**config.mk**
```make
export PLATFORM = sky130hd
export DESIGN_NAME = clk_pwr_ctrl
export DESIGN_NICKNAME = d
export VERILOG_FILES = /design/src/rtl/clkpm_pkg.sv /design/src/rtl/clkpm_mode_ctl.sv /design/src/rtl/clkpm_freq_seq.sv /design/src/rtl/clkpm_reg_port.sv /design/src/rtl/clk_pwr_ctrl.sv
export SDC_FILE = /design/constraint.sdc
export NUM_CORES = 1
export LEC_CHECK = 0
export ABC_AREA = 1
export BUFFER_PORTS_ARGS = -buffer_cell sky130_fd_sc_hd__clkbuf_2
export CORE_ASPECT_RATIO = 1.25
export CORE_MARGIN = 4
export CORE_UTILIZATION = 42
export DETAILED_ROUTE_END_ITERATION = 10
export PLACE_DENSITY = 0.85
export SYNTH_ARGS = -nofsm -noshare
export SYNTH_HDL_FRONTEND = slang
export SYNTH_SLANG_ARGS = --single-unit
```
**constraint.sdc**
```tcl
create_clock -name clk -period 2.6 [get_ports clk]
set_input_delay 0.39 -clock clk [delete_from_list [all_inputs] [get_ports clk]]
set_output_delay 0.39 -clock clk [all_outputs]
set_load 0.05 [all_outputs]
```
**src/rtl/clkpm_pkg.sv**
```systemverilog
package clkpm_pkg;
   typedef enum logic [1:0] {
      SEQ_IDLE      = 2'd0,
      SEQ_DRAIN     = 2'd1,
      SEQ_PLL_REQ   = 2'd2,
      SEQ_WAIT_LOCK = 2'd3
   } seq_state_e;

   localparam logic       SEL_MODE   = 1'b0;
   localparam logic       SEL_CFG    = 1'b1;
   localparam int         MODE_W     = 2;
   localparam logic [1:0] MODE_ACT   = 2'd0;
   localparam logic [1:0] MODE_IDLE  = 2'd1;
   localparam logic [1:0] MODE_RSVD  = 2'd2;
   localparam logic [1:0] MODE_SLEEP = 2'd3;
endpackage

```
**src/rtl/clkpm_mode_ctl.sv**
```systemverilog
module clkpm_mode_ctl
   import clkpm_pkg::*;
(
   input  logic              clk,
   input  logic              rst_n,
   input  logic              mode_wr,
   input  logic [MODE_W-1:0] mode_code,
   output logic              idle_req,
   output logic              sleep_req
);
   logic go_idle, go_sleep;

   // The ACTIVE and reserved codes fall through with no request.
   always_comb begin
      go_idle  = 1'b0;
      go_sleep = 1'b0;
      if (mode_wr) begin
         unique case (mode_code)
            MODE_IDLE:  go_idle  = 1'b1;
            MODE_SLEEP: go_sleep = 1'b1;
            default: ;
         endcase
      end
   end

   always_ff @(posedge clk or negedge rst_n) begin
      if (!rst_n) begin
         idle_req  <= 1'b0;
         sleep_req <= 1'b0;
      end else begin
         idle_req  <= go_idle;
         sleep_req <= go_sleep;
      end
   end
endmodule

```
**src/rtl/clkpm_freq_seq.sv**
```systemverilog
module clkpm_freq_seq
   import clkpm_pkg::*;
#(
   parameter int                 RATIO_W     = 4,
   parameter int                 CNT_W       = 4,
   parameter logic [RATIO_W-1:0] RESET_RATIO = 4'd5
) (
   input  logic               clk,
   input  logic               rst_n,
   input  logic               start,
   input  logic [RATIO_W-1:0] new_ratio,
   input  logic [CNT_W-1:0]   mem_outstanding,
   input  logic               pll_locked,
   output logic               busy,
   output logic               done,
   output logic               pll_change_req,
   output logic [RATIO_W-1:0] pll_ratio,
   output logic [RATIO_W-1:0] ratio_q
);
   seq_state_e         state_q, state_d;
   logic [RATIO_W-1:0] pend_q;
   logic               unlock_seen_q;
   logic               drained;

   assign drained        = (mem_outstanding == '0);
   assign busy           = (state_q != SEQ_IDLE);
   assign pll_change_req = (state_q == SEQ_PLL_REQ);
   assign pll_ratio      = pend_q;
   assign done           = (state_q == SEQ_WAIT_LOCK) && unlock_seen_q && pll_locked;

   always_comb begin
      state_d = state_q;
      unique case (state_q)
         SEQ_IDLE:      if (start)   state_d = SEQ_DRAIN;
         SEQ_DRAIN:     if (drained) state_d = SEQ_PLL_REQ;
         SEQ_PLL_REQ:                state_d = SEQ_WAIT_LOCK;
         SEQ_WAIT_LOCK: if (done)    state_d = SEQ_IDLE;
         default:                    state_d = SEQ_IDLE;
      endcase
   end

   always_ff @(posedge clk or negedge rst_n) begin
      if (!rst_n) begin
         state_q       <= SEQ_IDLE;
         pend_q        <= RESET_RATIO;
         ratio_q       <= RESET_RATIO;
         unlock_seen_q <= 1'b0;
      end else begin
         state_q <= state_d;
         if (start && !busy) pend_q <= new_ratio;
         if (state_q == SEQ_PLL_REQ) unlock_seen_q <= 1'b0;
         else if (state_q == SEQ_WAIT_LOCK && !pll_locked) unlock_seen_q <= 1'b1;
         if (done) ratio_q <= pend_q;
      end
   end
endmodule

```
**src/rtl/clkpm_reg_port.sv**
```systemverilog
module clkpm_reg_port
   import clkpm_pkg::*;
#(
   parameter int DATA_W    = 32,
   parameter int RATIO_W   = 4,
   parameter bit RSVD_FILL = 1'b0
) (
   input  logic               clk,
   input  logic               rst_n,
   input  logic               reg_req,
   input  logic               reg_we,
   input  logic               reg_sel,
   input  logic [DATA_W-1:0]  reg_wdata,
   input  logic               seq_busy,
   input  logic               seq_done,
   input  logic [RATIO_W-1:0] ratio_q,
   output logic               reg_ack,
   output logic [DATA_W-1:0]  reg_rdata,
   output logic               mode_wr,
   output logic [MODE_W-1:0]  mode_code,
   output logic               cfg_start,
   output logic [RATIO_W-1:0] cfg_ratio
);
   logic              accept, rd_acc;
   logic [DATA_W-1:0] fill_w, rd_word;

   generate
      if (RSVD_FILL) begin : g_fill_ones
         assign fill_w = '1;
      end else begin : g_fill_zero
         assign fill_w = '0;
      end
   endgenerate

   assign accept    = reg_req && !reg_ack && !seq_busy;
   assign rd_acc    = accept && !reg_we;
   assign mode_wr   = accept && reg_we && (reg_sel == SEL_MODE);
   assign cfg_start = accept && reg_we && (reg_sel == SEL_CFG);
   assign mode_code = reg_wdata[MODE_W-1:0];
   assign cfg_ratio = reg_wdata[RATIO_W-1:0];

   always_comb begin
      if (reg_sel == SEL_CFG) rd_word = {fill_w[DATA_W-1:RATIO_W], ratio_q};
      else                    rd_word = {fill_w[DATA_W-1:MODE_W], {MODE_W{1'b0}}};
   end

   always_ff @(posedge clk or negedge rst_n) begin
      if (!rst_n) begin
         reg_ack   <= 1'b0;
         reg_rdata <= '0;
      end else begin
         reg_ack <= (accept && !cfg_start) || seq_done;
         if (rd_acc) reg_rdata <= rd_word;
      end
   end
endmodule

```
**src/rtl/clk_pwr_ctrl.sv**
```systemverilog
module clk_pwr_ctrl
   import clkpm_pkg::*;
#(
   parameter int                 DATA_W      = 32,
   parameter int                 RATIO_W     = 4,
   parameter int                 CNT_W       = 4,
   parameter logic [RATIO_W-1:0] RESET_RATIO = 4'd5,
   parameter bit                 RSVD_FILL   = 1'b0
) (
   input  logic               clk,
   input  logic               rst_n,
   input  logic               reg_req,
   input  logic               reg_we,
   input  logic               reg_sel,
   input  logic [DATA_W-1:0]  reg_wdata,
   output logic               reg_ack,
   output logic [DATA_W-1:0]  reg_rdata,
   input  logic [CNT_W-1:0]   mem_outstanding,
   output logic               pll_change_req,
   output logic [RATIO_W-1:0] pll_ratio,
   input  logic               pll_locked,
   output logic               pwr_idle_req,
   output logic               pwr_sleep_req
);
   generate
      if (RATIO_W < 1 || RATIO_W >= DATA_W) begin : g_bad_ratio_w
         $error("clk_pwr_ctrl: RATIO_W must lie in 1..DATA_W-1");
      end
      if (DATA_W <= MODE_W) begin : g_bad_data_w
         $error("clk_pwr_ctrl: DATA_W must exceed the mode field width");
      end
      if (CNT_W < 1) begin : g_bad_cnt_w
         $error("clk_pwr_ctrl: CNT_W must be at least 1");
      end
   endgenerate

   logic               seq_busy, seq_done, mode_wr, cfg_start;
   logic [MODE_W-1:0]  mode_code;
   logic [RATIO_W-1:0] cfg_ratio, ratio_q;

   clkpm_reg_port #(.DATA_W(DATA_W), .RATIO_W(RATIO_W), .RSVD_FILL(RSVD_FILL)) port_i (
      .clk(clk), .rst_n(rst_n), .reg_req(reg_req), .reg_we(reg_we), .reg_sel(reg_sel),
      .reg_wdata(reg_wdata), .seq_busy(seq_busy), .seq_done(seq_done), .ratio_q(ratio_q),
      .reg_ack(reg_ack), .reg_rdata(reg_rdata), .mode_wr(mode_wr), .mode_code(mode_code),
      .cfg_start(cfg_start), .cfg_ratio(cfg_ratio)
   );

   clkpm_mode_ctl mode_i (
      .clk(clk), .rst_n(rst_n), .mode_wr(mode_wr), .mode_code(mode_code),
      .idle_req(pwr_idle_req), .sleep_req(pwr_sleep_req)
   );

   clkpm_freq_seq #(.RATIO_W(RATIO_W), .CNT_W(CNT_W), .RESET_RATIO(RESET_RATIO)) seq_i (
      .clk(clk), .rst_n(rst_n), .start(cfg_start), .new_ratio(cfg_ratio),
      .mem_outstanding(mem_outstanding), .pll_locked(pll_locked), .busy(seq_busy),
      .done(seq_done), .pll_change_req(pll_change_req), .pll_ratio(pll_ratio),
      .ratio_q(ratio_q)
   );
endmodule

```
Word level (Yosys, flattened, before mapping)
Cells that the tools add are included.
- register bits after elaboration: 46
- output and inout port bits: 40
- memories: 0
- memory bits (read-only): 0
- latch bits: 0
- memory bits (writable): 0
- word-level logic and storage cells: 50
- input port bits: 42
- muxes and demuxes: 11
- div/mod/pow operators: 0
- multiply operators: 0
- equal/unequal tests: 8
- bitwise operators: 1
- $lt $le $gt $ge: 0
- reduce and logical (&&, ||, !) cells: 22
- add/sub/neg operators: 0
- shift-type cells: 0
- operators with widths (operator ; count):
    logical AND 1 bit ; 11
    one-hot mux 2 bit (4 select lines) ; 1
    equality test 2 bit, second input constant ; 3
    2-to-1 mux 1 bit ; 6
    2-to-1 mux 2 bit ; 3
    zero test 1 bit ; 5
    equality test 2 x 1 -> 1 bit, second input constant ; 2
    zero test 4 bit ; 1
    2-to-1 mux 4 bit ; 1
    != test 2 bit, second input constant ; 2
    nonzero test 2 bit ; 2
    AND reduction 3 bit ; 1
    zero test 2 bit ; 1
    != test 2 x 1 -> 1 bit, second input constant ; 1
    logical OR 1 bit ; 1
    inverter 1 bit ; 1

Depth between registers and ports, before layout
Gate-level depths: netlist of run 1.
- depth in word-level cells: 8
- depth in mapped cells: 9

Hierarchy
Synthesis of run 1 repeated with hierarchy kept, for this count alone.
- cells, all modules: 137
- area total of the unflattened synthesis: 1167.4 um^2
- modules (own cells, without submodules) (module ; cells each ; area an instance (um^2) ; instances):
    clkpm_freq_seq ; 57 ; 563.0 ; 1
    clkpm_reg_port ; 74 ; 539.3 ; 1
    clkpm_mode_ctl ; 6 ; 65.1 ; 1

Worst setup path before layout of run 1
No wires, ideal clock.
- kind: flip-flop to flip-flop
- from: register seq_i.state_q[0]
- to: register seq_i.state_q[0]
- clock period less this slack: 1.351 ns
- path buffers: 0
- required time: 2.483 ns
- cell stages (with the launch flop): 10
- setup slack: 1.249 ns
- arrival: 1.235 ns
- cells stage by stage: dfrtp_1 > inv_1 > ha_1 > nand2_2 > nor2_4 > nand3_4 > nand2_2 > nand2_2 > nand2_1 > nand2_1
- cells in the longest elaborated chain, start to end: 7
- elaborated cells between the ends (all ways): 16
- those cells by class: 6 x eq/ne; 1 x mux; 9 x reduce/logical
- RTL lines (element ; RTL line ; RTL):
    start, declared ; clkpm_freq_seq.sv:20 ; seq_state_e state_q, state_d;
    start signal, assigned ; clkpm_freq_seq.sv:49 ; state_q <= state_d;
    nonzero test 2 bit ; clkpm_freq_seq.sv:26 ; assign busy = (state_q != SEQ_IDLE);
    zero test 1 bit ; clkpm_reg_port.sv:35 ; assign accept = reg_req && !reg_ack && !seq_busy;
    logical AND 1 bit ; clkpm_reg_port.sv:35 ;
    logical AND 1 bit (2 in a row) ; clkpm_reg_port.sv:38 ; assign cfg_start = accept && reg_we && (reg_sel == SEL_CFG);
    != test 2 bit (no line) ; -- ;
    AND reduction 3 bit (no line) ; -- ;
Parallel ways exist; a longest one is shown, timed or not.
A chain may end at the register's enable or synchronous reset.

Worst setup path in the final report of run 1
- from: register seq_i.state_q[0]
- to: output pll_change_req
- cells in the longest elaborated chain, start to end: 1
- RTL lines (element ; RTL line ; RTL):
    equality test 2 bit ; clkpm_freq_seq.sv:27 ; assign pll_change_req = (state_q == SEQ_PLL_REQ);
    end, declared ; clk_pwr_ctrl.sv:19 ; output logic pll_change_req,
No other way between the ends.

==> summary by stage, run 1 <==
Outcome
The run finished with clean final reports.

Timing
For the finished layout, the period the worst path requires is 1.68 ns. The max-slew violation total from the final report was 0. The final-report hold violation count is 0. The clock arrives with 0.00495 ns of skew. Timing would allow up to 0.595 GHz. For the final routed database, the setup TNS stands at 0 ns. Setup repair after global routing left no endpoint under its margin. Across all hold checks on the routed design, the worst slack comes to 0.0210 ns. Setup slack on the critical path of the routed design comes to 0.919 ns.

The final critical path takes up 64.6% of the cycle. The final setup violation count is 0.

Layout
The fraction of layout cells with a size suffix above 1 is 29.3%. The number of antenna diodes in the final layout is 0. Leaving out fill and tap cells, the most frequent cells in the layout are sky130_fd_sc_hd__conb_1 (28), sky130_fd_sc_hd__clkbuf_2 (25), sky130_fd_sc_hd__dfrtp_1 (14). The library cell used most frequently in the layout, excluding fill and tap cells, is sky130_fd_sc_hd__conb_1. Measured on the finished design, the core utilization comes to 49.9%.

The post-route cell area is 1140 um^2. The net count of the finished layout is 187. The synthesis-to-layout area growth is 8.72%.

Synth
Measured against the total synthesized area, the mux share comes to 1.08%. The mapped netlist covers 1050 um^2. Synthesis inferred 18 register bits. Synthesis produced 112 cells. Summing the areas of all xor and xnor instances in the mapped netlist gives 0% of the synthesized area. After Yosys synthesis, full adders, half adders and majority gates account for 4.78% of the synthesized area. The number of warning messages in the yosys log is 0. The sequential fraction of the synthesis area is 43.5%. Of the total synthesized cell area, the portion taken by AND, OR, NAND and NOR gates is 17.9%.

The distinct cell type count of the synthesized netlist is 21. The combinational family with the most area after synthesis is buffers and inverters. The compound-cell area share of the yosys netlist is 8.00%. The average cell area after synthesis is 9.35 um^2.

Worst setup path
The end of the worst register-to-register path is seq_i.state_q[1]$_DFFE_PN0P_. In this run the register-to-register setup slack is 1.06 ns. The kind of critical path is flop to primary output. The maximum net fanout on the critical path is 4. The critical path endpoint is pll_change_req.

The timing startpoint of the critical path is seq_i.state_q[0]$_DFFE_PN0P_. The depth of the worst register-to-register path is 9. The startpoint of the lowest-slack register-to-register path is seq_i.state_q[0]$_DFFE_PN0P_. The arrival time at the worst endpoint is 1.29 ns. The required time at the endpoint of the critical path is 2.21 ns. The endpoint kind of the worst setup timing path is a primary output. The kind of start point of the critical path is a flop.

Route
The wire length per cell after detailed routing is 10.2 um. The DRC violation total after the first TritonRoute iteration is 10. The number of vias per cell after detailed routing is 4.26. The count of nets left with antenna violations after detail routing is 0. The first detailed-routing pass ran for 4 iterations.

The vias after detailed routing is 728. For this run, design rule violations remaining after detail routing come to 0. For this block, the routed nets add up to 1740 um of wire.

Floorplanning
The top-level I/O count is 82. The initial utilization of the core area, before any placement, comes to 45.9%. In this run the vertical extent of the chip is 63.8 um. The die outline area is 3360 um^2.

The core region is 2280 um^2. The floorplan has 19 rows. The chip width is 52.7 um.

Clocking
Clock-pin slew was measured on the worst setup and hold paths at 0.10 ns. The buffer levels on the longest clock path is 2. Counting every sink on the clock net gives 18. The number of buffers created by CTS is 3. The count of buffers added by post-CTS timing repair for setup is 0. Clock latency on the worst-skew pair, taken at its later pin, is 0.29 ns. The clock tree from TritonCTS is done. The H-tree depth is 1. The count of hold buffers inserted by post-cts repair is 0. The quantity of gates resized following cts is 0. The root buffer cell chosen for the clock tree is sky130_fd_sc_hd__clkbuf_4.

Power and ir drop
Summed over all cells, the static leakage comes to 0.000632 uW. The power density over the cells is 1230 nW/um^2. The maximum vdd drop is 0.633 mV.

Place
Timing analysis after detailed placement gives a worst setup slack of 1.08 ns. Input and output buffers added on the ports amount to 25. Routability-driven placement finished with a final weighted congestion of 0.804. The cell area reported after detailed placement is 1100 um^2. The HPWL after detailed placement is 1440 um.

Global route
The number of global-route vias before repair is 688. Entering global routing, the biggest net connects 19 pins. For this run, the total global-route usage over all layers was measured as 11.1%. The number of antenna violations at the first check in global routing is 0. The total overflow left after global routing is 0.

The wire length of the first global-routing pass is 2910 um.

Min path
The path category of the worst min-delay check is input pin to asynchronous set/reset pin.

Flow run
Across the run, the number of max-cap violations was 0.
-- cell families (layout without fill, tap and decap cells) --
kind of cell | Yosys count | after routing
multiplexers | 1 | 1
other | 1 | 28
AND/OR/NAND/NOR | 34 | 34
buffers and inverters | 40 | 41
flip-flops | 18 | 18
adder cells (fa/ha/maj) | 4 | 4
AO/OA/AOI/OAI | 14 | 14
-- worst max-delay path: stages, from the launching register on --
cell	delay (ns)
sky130_fd_sc_hd__dfrtp_1	0.43
sky130_fd_sc_hd__inv_1	0.10
sky130_fd_sc_hd__ha_1	0.19
sky130_fd_sc_hd__clkbuf_2	0.29
-- power by group --
part	leakage, uW	internal (uW)	switching (uW)
Combinational	0.000387	182	559
Clock	0.0000210	85.2	82.0
Sequential	0.000224	410	78.8
Total	0.000632	677	720
-- sequential cells by signal (all words and copies together), names as in the netlist --
name                 cells
mode_i.idle_req          1
seq_i.state_q            2
mode_i.sleep_req         1
port_i.reg_ack           1
seq_i.pll_ratio          4
seq_i.unlock_seen_q      1
seq_i.ratio_q            4
port_i.reg_rdata         4
-- cell usage after synthesis --
master	count	area, um^2
sky130_fd_sc_hd__nor2_1	8	30.0
sky130_fd_sc_hd__dfrtp_1	14	350
sky130_fd_sc_hd__nand3_1	6	30.0
sky130_fd_sc_hd__a21boi_1	1	7.51
sky130_fd_sc_hd__nor3_4	1	16.3
sky130_fd_sc_hd__mux2_1	1	11.3
sky130_fd_sc_hd__nand4_1	1	6.26
sky130_fd_sc_hd__nand2_1	11	41.3
sky130_fd_sc_hd__nand3_2	1	10.0
sky130_fd_sc_hd__inv_1	12	45.0
sky130_fd_sc_hd__ha_1	4	50.1
sky130_fd_sc_hd__dfstp_2	4	105
sky130_fd_sc_hd__a21oi_1	4	20.0
sky130_fd_sc_hd__nor2_4	1	11.3
sky130_fd_sc_hd__or2_1	1	6.26
sky130_fd_sc_hd__conb_1	1	3.75
sky130_fd_sc_hd__nand3_4	1	17.5
sky130_fd_sc_hd__buf_4	28	210
sky130_fd_sc_hd__nand2_2	3	18.8
sky130_fd_sc_hd__a21oi_4	1	16.3
sky130_fd_sc_hd__o21ai_1	8	40.0
-- metal layers --
layer	share of wire (%)	global-route usage, %	wire length [um]
met4	2.3	4.79	40
met1	40	13.8	695
met3	9.7	3.02	169
met5	0	0	0
met2	48	17.7	833
-- cell type report --
cell class              count  area (um^2)
clock buffers               4         36.3
repair buffers             25          125
inverters                  12         45.0
well taps                  31         38.8
fillers                   230         1140
flip-flops and latches     18          455
multi-input cells          81          438
-- how the worst min path moves through the flow --
stage	from	endpoint	slack (ns)	cells past startpoint
final	rst_n	seq_i.unlock_seen_q$_DFFE_PN0P_	0.02	1
after global routing	rst_n	seq_i.unlock_seen_q$_DFFE_PN0P_	0.03	1
after CTS	rst_n	seq_i.unlock_seen_q$_DFFE_PN0P_	0.03	1
after detailed placement	rst_n	seq_i.unlock_seen_q$_DFFE_PN0P_	0.35	1
after global placement	rst_n	seq_i.unlock_seen_q$_DFFE_PN0P_	0.34	1
after floorplan	rst_n	mode_i.idle_req$_DFF_PN0_	0.09	0
-- stage by stage --
stage / total power (uW) / std cells
floorplan: 1130 / 139
global placement: 1210 / 167
detailed placement: 1240 / 167
CTS: 1410 / 171
global route: 1490 / 171
finish: 1400 / 171
Power figures use the tool's default switching activity.
==> inputs of run 2 (changes only) <==
--- a/config.mk
+++ b/config.mk
@@ -9,9 +9,9 @@
 export BUFFER_PORTS_ARGS = -buffer_cell sky130_fd_sc_hd__clkbuf_2
 export CORE_ASPECT_RATIO = 1.25
 export CORE_MARGIN = 4
-export CORE_UTILIZATION = 42
+export CORE_UTILIZATION = 39
 export DETAILED_ROUTE_END_ITERATION = 10
-export PLACE_DENSITY = 0.85
+export PLACE_DENSITY = 0.79
 export SYNTH_ARGS = -nofsm -noshare
 export SYNTH_HDL_FRONTEND = slang
 export SYNTH_SLANG_ARGS = --single-unit
==> constraint.sdc (replaced) <==
create_clock -name clk -period 1.74 [get_ports clk]
set_input_delay 0.261 -clock clk [delete_from_list [all_inputs] [get_ports clk]]
set_output_delay 0.261 -clock clk [all_outputs]
set_load 0.05 [all_outputs]
==> run 2 against run 1 <==
  * Routed wire length rose by 4.8%
  * Non-clock buffer count rose by 1
  * Via count fell by 3.2%
  * Worst setup slack got worse by 0.73 ns
  * Combinational power rose by 51%
  * Cell count rose by 1.8%
  * Critical path type unchanged
  * Largest power group unchanged
==> summary by stage, run 2 (synthesis gave the netlist of run 1 again) <==
Timing
The max-slew violation total from the final report was 0. The final setup violation count is 0. For the final database, setup skew stands at 0.00320 ns. The final-report hold violation count is 0. Timing would allow up to 0.646 GHz. The final clock period utilization by the worst path is 89.0%. The summed negative setup slack over all endpoints is 0 ns. Setup repair after global routing left no endpoint under its margin. The final critical path time including I/O delays and setup is 1.55 ns.

Floorplanning
The chip height is 65.9 um. The die outline area is 3580 um^2. After floorplanning, the core was divided into 20 placement rows.

The total area inside the core boundary comes to 2500 um^2. The top-level I/O count is 82. The chip width is 54.4 um.

The starting density of the core is 41.8%.

Power and ir drop
For this design the static power due to leakage is 0.000636 uW. Dividing total power by cell area gives a power density of 1820 nW/um^2. VDD sags by at most 0.640 mV.

Outcome
The run finished with clean final reports.

Place
Buffers placed on the I/O ports in this run total 25. Summing all placed instances gives a cell area of 1100 um^2. The post-detailed-placement half-perimeter wirelength is 1540 um. The final RePlAce weighted congestion is 0.689.

Route
After detailed routing, the number of remaining DRC violations is 0. Summing over every cut layer, the via total after detailed routing is 705. The count of nets left with antenna violations once routing finished came out at 0. The routed design has 1820 um of wire. The DRC violation total after the first TritonRoute iteration is 7.

Before antenna repair, the detailed router went through 4 iterations. The number of vias per cell after detailed routing is 4.05. The wire length per cell after detailed routing is 10.5 um.

Global route
The number of global-route vias before repair is 671. The first global-routing pass estimated 2840 um of wire. The number of antenna violations at the first check in global routing is 0.

The maximum number of pins on one net before global-route repair is 19. The overall global routing resource usage is 10.4%. The total overflow reported by the global router is 0.

Min path
The worst hold path passes through 2 cells. The path category of the worst min-delay check is input pin to flop. The worst hold path terminates at mode_i.idle_req$_DFF_PN0_.

The startpoint identified for the worst hold timing path is reg_wdata[1].

Worst setup path
Across all register-to-register paths, the minimum setup slack is 0.21 ns. By startpoint and endpoint, the worst setup path is classified as flop to primary output. Of all nets on the critical path, the largest fanout is 4. The timing startpoint of the critical path is seq_i.state_q[0]$_DFFE_PN0P_. The startpoint of the lowest-slack register-to-register path is seq_i.state_q[0]$_DFFE_PN0P_. STA puts the critical path data arrival time at 1.29 ns. The worst setup path is captured at a primary output. The worst setup path is launched from a flop. The number of cells on the worst reg-to-reg path is 9. The required time at the endpoint of the critical path is 1.48 ns. The worst register-to-register path ends at seq_i.state_q[0]$_DFFE_PN0P_.

Layout
Once layout is done, the placed cells without fillers occupy 1150 um^2. The count of antenna diodes in the layout is 0. Leaving out fill and tap cells, the most frequent cells in the layout are sky130_fd_sc_hd__conb_1 (28), sky130_fd_sc_hd__clkbuf_2 (25), sky130_fd_sc_hd__dfrtp_1 (14). The net count of the finished layout is 188.

The fraction of layout cells with a size suffix above 1 is 29.1%. From synthesis to final layout, the design area changed by 9.92%. The library cell used most frequently in the layout, excluding fill and tap cells, is sky130_fd_sc_hd__conb_1.

Clocking
The clock tree from TritonCTS is done. The clock transition at the registers of the reported paths is 0.10 ns. CTS built an H-tree with a depth of 1. Counting every sink on the clock net gives 18. The number of clock buffers added by TritonCTS is 3.

The root buffer cell is sky130_fd_sc_hd__clkbuf_4. The longest clock path from root to sink contains 2 buffers. The latest clock arrival within the worst-skew pair is 0.28 ns.

Flow run
The tool flagged a number of max-cap violations equal to 0.
run 2: cell types whose count changed in the layout (fill, tap and decap cells not counted), sizes merged:
cell	before	now
dlygate4sd3	0	1
run 2: what timing repair did:
item / in CTS / in global routing
endpoints found under the hold margin: 14 / 0
setup buffers: 0 / 0
hold buffers: 1 / 0
gates resized for setup: 0 / 0
run 2: power breakdown:
group	internal (uW)	total, uW	switching (uW)	leakage [uW]
Combinational	274	1120	849	0.000391
Sequential	613	729	116	0.000224
Clock	127	248	121	0.0000210
Total	1010	2100	1090	0.000636
run 2: how the worst max path moves through the flow:
stage,end,slack [ns],depth (start not counted)
3_5_place_dp,seq_i.state_q[0]$_DFFE_PN0P_,0.20,9
2_1_floorplan,seq_i.state_q[0]$_DFFE_PN0P_,0.39,9
4_1_cts,pll_change_req,0.17,3
3_3_place_gp,seq_i.state_q[1]$_DFFE_PN0P_,0.30,9
6_report,pll_change_req,0.19,3
5_1_grt,seq_i.state_q[0]$_DFFE_PN0P_,0.04,9
run 2: cell type report:
cell class	count	area (um^2)
inverter	12	45.0
sequential	18	455
multi-input combinational	81	438
timing repair buffer	26	135
clock buffer	4	36.3
fill	246	1350
tap	33	41.3
run 2: through the flow:
step / power [uW] / hold slack [ns] / cells / utilization (%) / setup WS [ns]
2_1_floorplan: 1680 / -0.0346 / 139 / - / 0.389
3_3_place_gp: 1820 / 0.212 / 169 / 44.2 / 0.299
3_5_place_dp: 1870 / 0.224 / 169 / 44.2 / 0.204
4_1_cts: 2120 / 0.123 / 174 / 46.0 / 0.166
5_1_grt: 2240 / 0.134 / 174 / 46.0 / 0.0388
6_report: 2100 / 0.135 / 174 / 46.0 / 0.192
run 2: layer usage:
layer  up-vias  share of wire [%]  GRT usage (%)
met4         0                  0           2.80
met1       327                 33           10.1
met3         0                8.5           1.35
met2        23                 58           21.3
li1        355                  -              -
met5         -                  0              0
run 2: worst max-delay path, cell delays in order (launching register included):
cell and delay, ns:
sky130_fd_sc_hd__dfrtp_1 0.43, sky130_fd_sc_hd__inv_1 0.10, sky130_fd_sc_hd__ha_1 0.19, sky130_fd_sc_hd__clkbuf_2 0.29
==> inputs of run 3 (changes only) <==
--- a/config.mk
+++ b/config.mk
@@ -7,11 +7,14 @@
 export LEC_CHECK = 0
 export ABC_AREA = 1
 export BUFFER_PORTS_ARGS = -buffer_cell sky130_fd_sc_hd__clkbuf_2
+export CELL_PAD_IN_SITES_DETAIL_PLACEMENT = 1
+export CELL_PAD_IN_SITES_GLOBAL_PLACEMENT = 2
 export CORE_ASPECT_RATIO = 1.25
 export CORE_MARGIN = 4
-export CORE_UTILIZATION = 39
+export CORE_UTILIZATION = 20
 export DETAILED_ROUTE_END_ITERATION = 10
-export PLACE_DENSITY = 0.79
+export PLACE_DENSITY_LB_ADDON = 0.1
+export REMOVE_ABC_BUFFERS = 1
 export SYNTH_ARGS = -nofsm -noshare
 export SYNTH_HDL_FRONTEND = slang
 export SYNTH_SLANG_ARGS = --single-unit
==> run 3 against run 2 <==
  * Routed wire length is 15% higher
  * Non-clock buffer count unchanged
  * Critical path depth is the same
  * Sequential power about the same
  * Power grew 1.8%
  * Cell count grew 17%
  * Worst setup slack better by 0.025 ns
  * Sequential share of layout area is 1.5 points lower
  * Largest cell class unchanged
==> summary by stage, run 3 (synthesis gave the netlist of run 1 again) <==
Worst setup path
The critical path contains buffers and inverters numbering 2 combined. The cell type of the slowest stage on the worst timing path is sky130_fd_sc_hd__dfrtp_1. The kind of start point of the critical path is a flop. At the worst endpoint, the required time is 1.48 ns. The kind of critical path is flop to primary output. The arrival time at the worst endpoint is 1.26 ns. STA classifies the critical path endpoint as a primary output. On the worst path, the slowest cell contributes a delay of 0.42 ns. The critical path goes through inv_1 > ha_1 > clkbuf_2.

The maximum net fanout on the critical path is 4. The critical path's top delay family is flip-flops.

Timing
The final critical path time including I/O delays and setup is 1.52 ns. Setup repair after global routing left no endpoint under its margin. After routing, the total negative slack on setup checks comes to 0 ns.

The timing-limited maximum frequency is 0.657 GHz. The final setup violation count is 0. The final worst clock skew is 0.000599 ns. The final clock period utilization by the worst path is 87.5%. The max-slew violation total from the final report was 0. The final-report hold violation count came to 0.

Route
The count of nets left with antenna violations after detail routing is 0. In the routed layout, each cell is associated on average with a via count of 3.49. The DRC violation total after the first TritonRoute iteration is 12.

The first detailed-routing pass took 4 iterations. In the routed design, unresolved DRC markers number 0. After detailed routing, the average wire length per cell comes to 10.4 um. The detailed router placed 709 vias in this run. Summed over all layers, the routed wires come to 2110 um.

Global route
The wire length of the first global-routing pass is 3330 um. The number of antenna violations at the first check in global routing came to 0. After global routing the overflow that remains totals 0. The number of global-route vias before repair is 720. The maximum number of pins on one net before global-route repair is 19. Global routing consumed, over all layers together, 6.77% of the routing resources.

Power and ir drop
The internal power is 1050 uW. The sequential group share of total power is 34.1%. Per report_power, the clock group accounts for 13.8% of the total. The combinational share of power is 52.1%. The power density over the cells is 1790 nW/um^2. The maximum vdd drop is 0.464 mV. In this run switching power makes up 50.9% of total power. The net switching component of the power is 1090 uW. The leakage power summed over all cells is 0.000638 uW.

Place
The cell area reported after detailed placement is 1140 um^2. The post-detailed-placement half-perimeter wirelength is 1770 um. At the end of routability-driven placement, the weighted congestion stood at 0.615. The count of buffers added on input and output ports is 25. The count of placed standard cells including taps is 198.

Layout
Leaving out fill and tap cells, the most frequent cells in the layout are sky130_fd_sc_hd__conb_1 (28), sky130_fd_sc_hd__clkbuf_2 (25), sky130_fd_sc_hd__dfrtp_1 (14). The repair_antennas step left the layout with diodes totalling 0. Counting the fill cells in the layout gives 629. Excluding fillers, the count of instances in the completed layout stands at 203. The post-route cell area is 1200 um^2.

The total area of multi-input combinational cells is 438 um^2. The post-route netlist has 28.4% of its cells at a drive strength greater than 1. The net count of the finished layout is 188. The most common cell after layout, fill and taps aside is sky130_fd_sc_hd__conb_1.

The flip-flop and latch area is 455 um^2. The synthesis-to-layout area growth is 14.2%.

Floorplanning
Measured along the y axis, the die boundary spans 88.9 um. The starting density of the core is 20.6%. 82 I/O pins were placed. The chip width is 72.7 um. In this run the core area contains 29 standard-cell rows.

The die outline area is 6470 um^2. The area inside the core boundary is 5080 um^2.

Flow run
The max-capacitance violation count is 0.

Clocking
The H-tree depth is 1. In this run the clock root is driven by a sky130_fd_sc_hd__clkbuf_8. The clock transition at the registers of the reported paths is 0.07 ns. The latest clock arrival within the worst-skew pair is 0.25 ns. TritonCTS built the clock tree. The number of clock buffers added by TritonCTS is 3.

The quantity of gates resized following cts is 0. Counting every sink on the clock net gives 18. The buffer levels on the longest clock path is 2.

Outcome
The run finished with clean final reports.

Min path
The worst hold path belongs to the class input pin to flop.
## run 3: cell counts in the layout (fill, tap and decap cells not counted)
No cell type changed its count.
## run 3: path summary, 6_finish.rpt
check                                              from                               to  slack, ns  cells past startpoint
max in group asynchronous                         rst_n     seq_i.ratio_q[2]$_DFFE_PN1P_       0.92                      2
max reg2reg                seq_i.state_q[0]$_DFFE_PN0P_     seq_i.state_q[0]$_DFFE_PN0P_       0.22                      9
max                        seq_i.state_q[0]$_DFFE_PN0P_                   pll_change_req       0.22                      3
min in group asynchronous                         rst_n  port_i.reg_rdata[3]$_DFFE_PN0P_       0.48                      2
min reg2reg                seq_i.ratio_q[2]$_DFFE_PN1P_     seq_i.ratio_q[2]$_DFFE_PN1P_       0.47                      2
min                                        reg_wdata[1]        mode_i.idle_req$_DFF_PN0_       0.17                      2
## run 3: worst register-to-register path, delay by kind of cell (launching register included)
| family | cells | cell delay [ns] |
|---|---|---|
| and+or+nand+nor | 7 | 0.68 |
| adders and majority gates | 1 | 0.22 |
| buffers and inverters | 1 | 0.10 |
| DFF | 1 | 0.42 |
## run 3: stage by stage
step | utilization, % | hold slack, ns | worst slack [ns] | power [uW]
3_5_place_dp | 22.5 | 0.234 | 0.202 | 1870
5_1_grt | 23.5 | 0.164 | 0.0884 | 2300
2_1_floorplan | - | -0.0346 | 0.389 | 1630
6_report | 23.5 | 0.173 | 0.217 | 2140
4_1_cts | 23.5 | 0.167 | 0.187 | 2180
3_3_place_gp | 22.5 | 0.236 | 0.209 | 1870
## run 3: timing repair
action | in CTS | in global routing
setup buffers | 0 | 0
hold buffers | 1 | 0
endpoints found under the hold margin | 14 | 0
## run 3: power by group through the flow
stage / Sequential [uW] / Combinational [uW] / Clock, uW
global placement: 741 / 1120 / 0
finish: 728 / 1110 / 296
global route: 758 / 1200 / 338
CTS: 735 / 1140 / 311
detailed placement: 742 / 1130 / 0
floorplan: 1070 / 561 / 0
## run 3: final cells by class
cell class / count / area share, %
Clock buffer: 4 / 3.77
Sequential cell: 18 / 38.1
Timing Repair Buffer: 26 / 11.3
Inverter: 12 / 3.77
Tap cell: 62 / 6.49
Multi-Input combinational cell: 81 / 36.6
## run 3: metal layers
layer	routed length [um]	up-vias	GRT usage (%)
met2	1010	40	10.9
met4	36	0	3.52
li1	-	355	-
met1	856	310	8.25
met5	0	-	0
met3	198	4	1.80
